--- src/rtl/irq_vec2.sv ---
module irq_vec2 #(
  parameter int AW    = 16,
  parameter int VBASE = 3,
  parameter int VSTEP = 8
) (
  input  logic          clk,
  input  logic          rst_n,
  input  logic          cyc_end,
  input  logic          last_cyc,
  input  logic          blk_instr,
  input  logic [1:0]    ext_n,
  input  logic [1:0]    ext_lvl,
  input  logic [1:0]    tmr_ovf,
  input  logic          ser_req,
  input  logic [4:0]    flag_clr,
  input  logic [4:0]    src_en,
  input  logic          gen,
  input  logic [4:0]    pri,
  input  logic          reti,
  output logic          vec_req,
  output logic [AW-1:0] vec_addr,
  output logic [4:0]    flags,
  output logic [1:0]    in_svc
);
  logic [1:0] ext_q;
  logic [4:0] snap;
  logic [4:0] req_hi, req_lo, cand, grant, clr_v, set_v, hwc, flags_nxt;
  logic [2:0] idx;
  logic       use_hi, poll_ok, go;
  logic [1:0] svc_nxt;

  wire [1:0] ext_fall = ext_q & ~ext_n;
  wire [1:0] ext_set  = (ext_lvl & ~ext_n) | (~ext_lvl & ext_fall);

  assign set_v = {ser_req, tmr_ovf[1], ext_set[1], tmr_ovf[0], ext_set[0]};
  assign hwc   = {1'b0, 1'b1, ~ext_lvl[1], 1'b1, ~ext_lvl[0]};

  assign req_hi  = snap & src_en & pri;
  assign req_lo  = snap & src_en & ~pri;
  assign use_hi  = |req_hi;
  assign cand    = use_hi ? req_hi : (in_svc[0] ? 5'b0 : req_lo);
  assign poll_ok = cyc_end & last_cyc & ~blk_instr & gen & ~in_svc[1];
  assign go      = poll_ok & (|cand);

  always_comb begin
    idx = 3'd0;
    for (int i = 4; i >= 0; i--)
      if (cand[i]) idx = 3'(i);
  end

  assign grant     = 5'b00001 << idx;
  assign clr_v     = (go ? (grant & hwc) : 5'b0) | flag_clr;
  assign flags_nxt = (flags & ~clr_v) | set_v;

  always_comb begin
    svc_nxt = in_svc;
    if (reti) begin
      if (in_svc[1]) svc_nxt[1] = 1'b0;
      else           svc_nxt[0] = 1'b0;
    end
    if (go) begin
      if (use_hi) svc_nxt[1] = 1'b1;
      else        svc_nxt[0] = 1'b1;
    end
  end

  always_ff @(posedge clk or negedge rst_n) begin
    if (!rst_n) begin
      ext_q    <= 2'b11;
      flags    <= '0;
      snap     <= '0;
      in_svc   <= '0;
      vec_req  <= 1'b0;
      vec_addr <= '0;
    end else begin
      ext_q   <= ext_n;
      flags   <= flags_nxt;
      in_svc  <= svc_nxt;
      vec_req <= go;
      if (cyc_end) snap <= flags_nxt;
      if (go) vec_addr <= AW'(VBASE + VSTEP * int'(idx));
    end
  end
endmodule


--- config.mk ---
export PLATFORM = sky130hd
export DESIGN_NAME = irq_vec2
export DESIGN_NICKNAME = d
export VERILOG_FILES = /design/src/rtl/irq_vec2.sv
export SDC_FILE = /design/constraint.sdc
export NUM_CORES = 1
export LEC_CHECK = 0
export BUFFER_PORTS_ARGS = -buffer_cell sky130_fd_sc_hd__buf_2
export CAP_MARGIN = 20
export CORE_UTILIZATION = 45
export DETAILED_ROUTE_END_ITERATION = 16
export HOLD_SLACK_MARGIN = 0.15
export PLACE_DENSITY = 0.87
export SETUP_SLACK_MARGIN = 0.1
export SLEW_MARGIN = 0
export SYNTH_ARGS = -nofsm -noshare
export SYNTH_HDL_FRONTEND = slang
export SYNTH_SLANG_ARGS = --single-unit
export TNS_END_PERCENT = 50
--- constraint.sdc ---
create_clock -name clk -period 2.51 [get_ports clk]
set_clock_uncertainty 0.05 [all_clocks]
set_input_delay 0.3765 -clock clk [delete_from_list [all_inputs] [get_ports clk]]
set_output_delay 0.3765 -clock clk [all_outputs]
set_load 0.005 [all_outputs]
== Yosys cells after proc, flatten, opt, wreduce, memory -nomap -nowiden ==
Cells that the tools add are included.
Widths: inputs -> output; s select.

* Register bits after elaboration: 31
* Output and inout bits: 24
* Logic and storage cells: 47

* Reduce and logical (&&, ||, !) cells: 2
* Add/sub/neg operators: 1
* Bitwise logic cells: 24
* Mux-type cells: 13
* Shift-type cells: 1

{| class="wikitable"
|+ Operators with widths
! cell !! number
|-
| $and 5x5->5 || 4
|-
| $mux 3 || 5
|-
| $mux 5 || 3
|-
| $not 5->5 || 2
|-
| $or 5x5->5 || 2
|-
| $reduce_or 5->1 || 2
|-
| $add 2x6->7 const A || 1
|-
| $and 2x2->2 || 3
|-
| $and 1x1->1 || 5
|-
| $and 5x4->5 || 1
|-
| $shl 1x3->5 const A || 1
|-
| $mux 2 || 2
|-
| $not 1->1 || 4
|-
| $not 2->2 || 2
|-
| $mux 1 || 3
|-
| $or 2x2->2 || 1
|}

== Longest topological paths before layout ==
* Depth in word-level cells: 16
* Gate-level depth with buffers: 7

== Worst setup path after synthesis ==
No wires, ideal clock.

* Path kind: reg-to-reg
* Start: reg in_svc[0]
* End: reg snap[3]
* Library setup time: 0.125 ns
* Arrival time: 1.578 ns
* Path buffers: 0
* Stages on the path, launching flop included: 7
* Path slack: 0.757 ns
* Period minus slack after synthesis: 1.753 ns
* Cells stage by stage: dfrtp_1 -> a31oi_4 -> nand3_1 -> o21a_1 -> nand3b_1 -> a31o_2 -> mux2_2

* Word-level cells in the longest chain between the ends: 14
* Elaborated cells between the ends (all ways): 16
* Classes of those cells: shift: 1; mux: 8; bitwise: 6; reduce/logical: 1

{| class="wikitable"
|+ RTL lines
! what !! RTL line !! source
|-
| from (decl) || 23 || <nowiki>output logic [1:0] in_svc</nowiki>
|-
| from (signal assigned) || 78 || <nowiki>in_svc <= svc_nxt;</nowiki>
|-
| $mux 5 * (2 in a row) || 41 || <nowiki>assign cand = use_hi ? req_hi : (in_svc[0] ? 5'b0 : req_lo);</nowiki>
|-
| $mux 3 (5 in a row) || 48 || <nowiki>if (cand[i]) idx = 3'(i);</nowiki>
|-
| $shl 1x3->5 || 51 || <nowiki>assign grant = 5'b00001 << idx;</nowiki>
|-
| $and 5x4->5 || 52 || <nowiki>assign clr_v = (go ? (grant & hwc) : 5'b0) | flag_clr;</nowiki>
|-
| $mux 5 * || 52 ||
|-
| $or 5x5->5 * || 52 ||
|-
| $not 5->5 * || 53 || <nowiki>assign flags_nxt = (flags & ~clr_v) | set_v;</nowiki>
|-
| $and 5x5->5 * || 53 ||
|-
| $or 5x5->5 * || 53 ||
|-
| via flags_nxt[3] || 27 || <nowiki>logic [4:0] req_hi, req_lo, cand, grant, clr_v, set_v, hwc, flags_nxt;</nowiki>
|-
| to (signal assigned) || 80 || <nowiki>if (cyc_end) snap <= flags_nxt;</nowiki>
|-
| to (decl) || 26 || <nowiki>logic [4:0] snap;</nowiki>
|}

The timed path passes the listed nets; every way through them passes the cells marked *.
A chain may end at the register's enable or synchronous reset.

== Worst setup path after layout ==
Same ends and word-level chain as after synthesis.

==> qor.txt <==
outcome: completed
Detailed Place HPWL: 1.88 mm
Die X: 51.1 um
Cell Area, Placed: 0.00126 mm2
Post-Synthesis Cells: 107
layout filler cell count: 222
Clk pwr share: 0.209
CTS Hold Buffers Added: 3
Synth Cell Area: 0.00108 mm2
final WL: 2.32 mm
crit path DAT: 2040 ps
Placed Cells: 173
Post-synth top flop: dfrtp_1
die area: 0.00261 mm2
cell row count: 17
Final Wtd Congestion: 0.802
fraction of layout cells with a size suffix above 1: 0.388
initial antenna violation count: 0
DR vias: 955
post-synthesis sequential area ratio: 0.441
grt total ovfl: 0
Clock Latency Late Sink: 290 ps
Max Clk Rate: 526 MHz
net switching fraction of the power: 0.305
Final setup viols: 0
Reg power frac: 0.513
leading post-synthesis cells by cell area: dfrtp_1 (39%), buf_4 (9.0%), mux2_2 (5.2%)
final count of hold timing violations: 0
max-slew violations: 0
total CTS buffers: 3
vias per inst: 5.31
Global Route Usage Sum: 0.197
max cap viols: 0
slowest cell on the critical path: dfrtp_1
largest net degree at the start of global routing: 20
CP Data Required Time: 2650 ps
synthesis-to-finish area growth: 21.8%
fin crit period: 1900 ps
Boundary Pins: 53
CTS tree: built
DRT antenna net count: 0
Fin Setup TNS: 0 ps
cell taking the most area after synthesis: dfrtp_1
clk slew on worst S/H paths: 110 ps
critical path class: register to register
deepest clock path buffer count: 2
crit path launch type: register
crit-path cells: a31oi_4 -> nand3_1 -> o21a_1 -> nand3b_1 -> a31o_2 -> mux2_2
fraction of registers with async set/reset: 1.00
nets: 182
Cell variety after synth: 38
Antenna Cells: 0
Max FO, Critical Path: 5
postcts setup bufs: 0
Port Buffer Count: 41
Power per Cell Area: 555 mW/mm2
Initial Util: 0.486
post-synthesis register bit count: 19
RSZ-0062 raised after global routing: no
Leak: 0.652 nW
CTS root buf: clkbuf_4
post-route cell area: 0.00132 mm2
top cell type's share of synthesized area: 0.392
mean post-synth cell area: 10.1 um2
Post-synth EDFFs: 0
drt wl/cell: 12.9 um
fin crit share: 0.757
switching power: 0.224 mW
Yosys Warn Count: 0
DRC viols: 0
Int Power: 0.509 mW
Crit. End Element: register
Layout Utilization: 0.592
clock sink count: 19
vias in the first global route: 928
Max stage delay on crit path: 460 ps
Resize count post-CTS: 0
non-filler cells, final: 180
first-pass GRT wire length: 3.92 mm
Hold Path Class: input port to register
H-tree depth: 1
core footprint: 0.00223 mm2
DRT Pass-1 Iters: 4
Logic pwr share: 0.277
Die H: 51.1 um
DRC marker count from the first detailed-route iteration: 26
maximum vdd drop: 0.312 mV
power groups by stage:
stage / clock (mW) / sequential, mW / combinational (mW)
detailed placement: 0 / 0.383 / 0.200
finish: 0.153 / 0.376 / 0.203
global placement: 0 / 0.380 / 0.193
CTS: 0.158 / 0.377 / 0.204
global route: 0.167 / 0.383 / 0.230
floorplan: 0 / 0.382 / 0.130
cells by family (layout without fill, tap and decap cells):
family	after synthesis	after routing	synth area share
mux	6	6	0.0611
other cells	1	11	0.00346
compound gates	31	31	0.225
simple gates	28	28	0.149
buf+inv	22	57	0.121
flops	19	19	0.441
path summary, 6_finish.rpt:
check	from	endpoint	slack, ps	cells past startpoint
setup / recovery	in_svc[0]$_DFF_PN0_	snap[3]$_DFFE_PN0P_	610	6
setup reg to reg	in_svc[0]$_DFF_PN0_	snap[3]$_DFFE_PN0P_	610	6
min in group asynchronous	rst_n	flags[1]$_DFF_PN0_	480	2
hold reg to reg	vec_addr[1]$_DFFE_PN0P_	vec_addr[1]$_DFFE_PN0P_	460	1
hold / removal	ser_req	flags[4]$_DFF_PN0_	230	2
max in group asynchronous	rst_n	ext_q[0]$_DFF_PN1_	1600	2
per-layer routing:
| metal | vias up | wire [um] | global-route usage | share of wire |
|---|---|---|---|---|
| met4 | 0 | 6 | 0.0139 | 0.0026 |
| met5 | - | 0 | 0 | 0 |
| met1 | 452 | 997 | 0.259 | 0.43 |
| met3 | 2 | 173 | 0.0417 | 0.075 |
| li1 | 455 | - | - | - |
| met2 | 46 | 1140 | 0.344 | 0.49 |
cells in the final DEF, fill, tap and decap left out, types with 2 or more instances in the layout:
master / instances
dfstp_2: 2
clkbuf_4: 3
nand2b_1: 3
o21ai_0: 3
nand4_1: 2
conb_1: 11
nand3_1: 6
a22o_1: 2
a21oi_1: 5
inv_1: 9
nor2_1: 5
mux2_2: 5
buf_2: 41
nand2_1: 6
o21a_1: 3
nand3_2: 2
dlygate4sd3_1: 3
dfrtp_1: 17
o22ai_1: 2
worst max-delay path, delay by kind of cell (launching register included):
family | cells | cell delay [ps]
AOI/OAI and AO/OA | 3 | 710
DFF | 1 | 460
and+or+nand+nor | 2 | 310
muxes | 1 | 260
synthesized netlist by cell type, drive strengths merged (2+ instances only):
master	n
inv	9
nor2	5
nand4	2
nand3	8
a31o	2
o21a	3
a21oi	6
dfstp	2
buf	13
nand2	6
nand2b	3
o21ai	4
dfrtp	17
o22ai	2
a22o	2
mux2	5
a31oi	2
final cells by class:
cell class / count / area (um2) / share of cell area
clock buffers: 4 / 26.3 / 0.0199
inverters: 9 / 33.8 / 0.0256
multi-input cells: 76 / 513 / 0.388
flip-flops and latches: 19 / 478 / 0.362
well taps: 28 / 35.0 / 0.0265
repair buffers: 44 / 235 / 0.178
registers in the layout, indices dropped and copies added, names as in the netlist:
name      cells
vec_req       1
flags         5
snap          5
vec_addr      4
ext_q         2
in_svc        2
metrics by stage:
stage                     worst slack [ps]  total power [mW]  hold WS [ps]
after floorplan                        757             0.511          30.9
after global placement                 567             0.573           276
after detailed placement               545             0.583           286
after CTS                              602             0.739           223
after global routing                   444             0.780           232
final                                  610             0.733           227
Note: power is estimated with default switching activity, not from simulation.
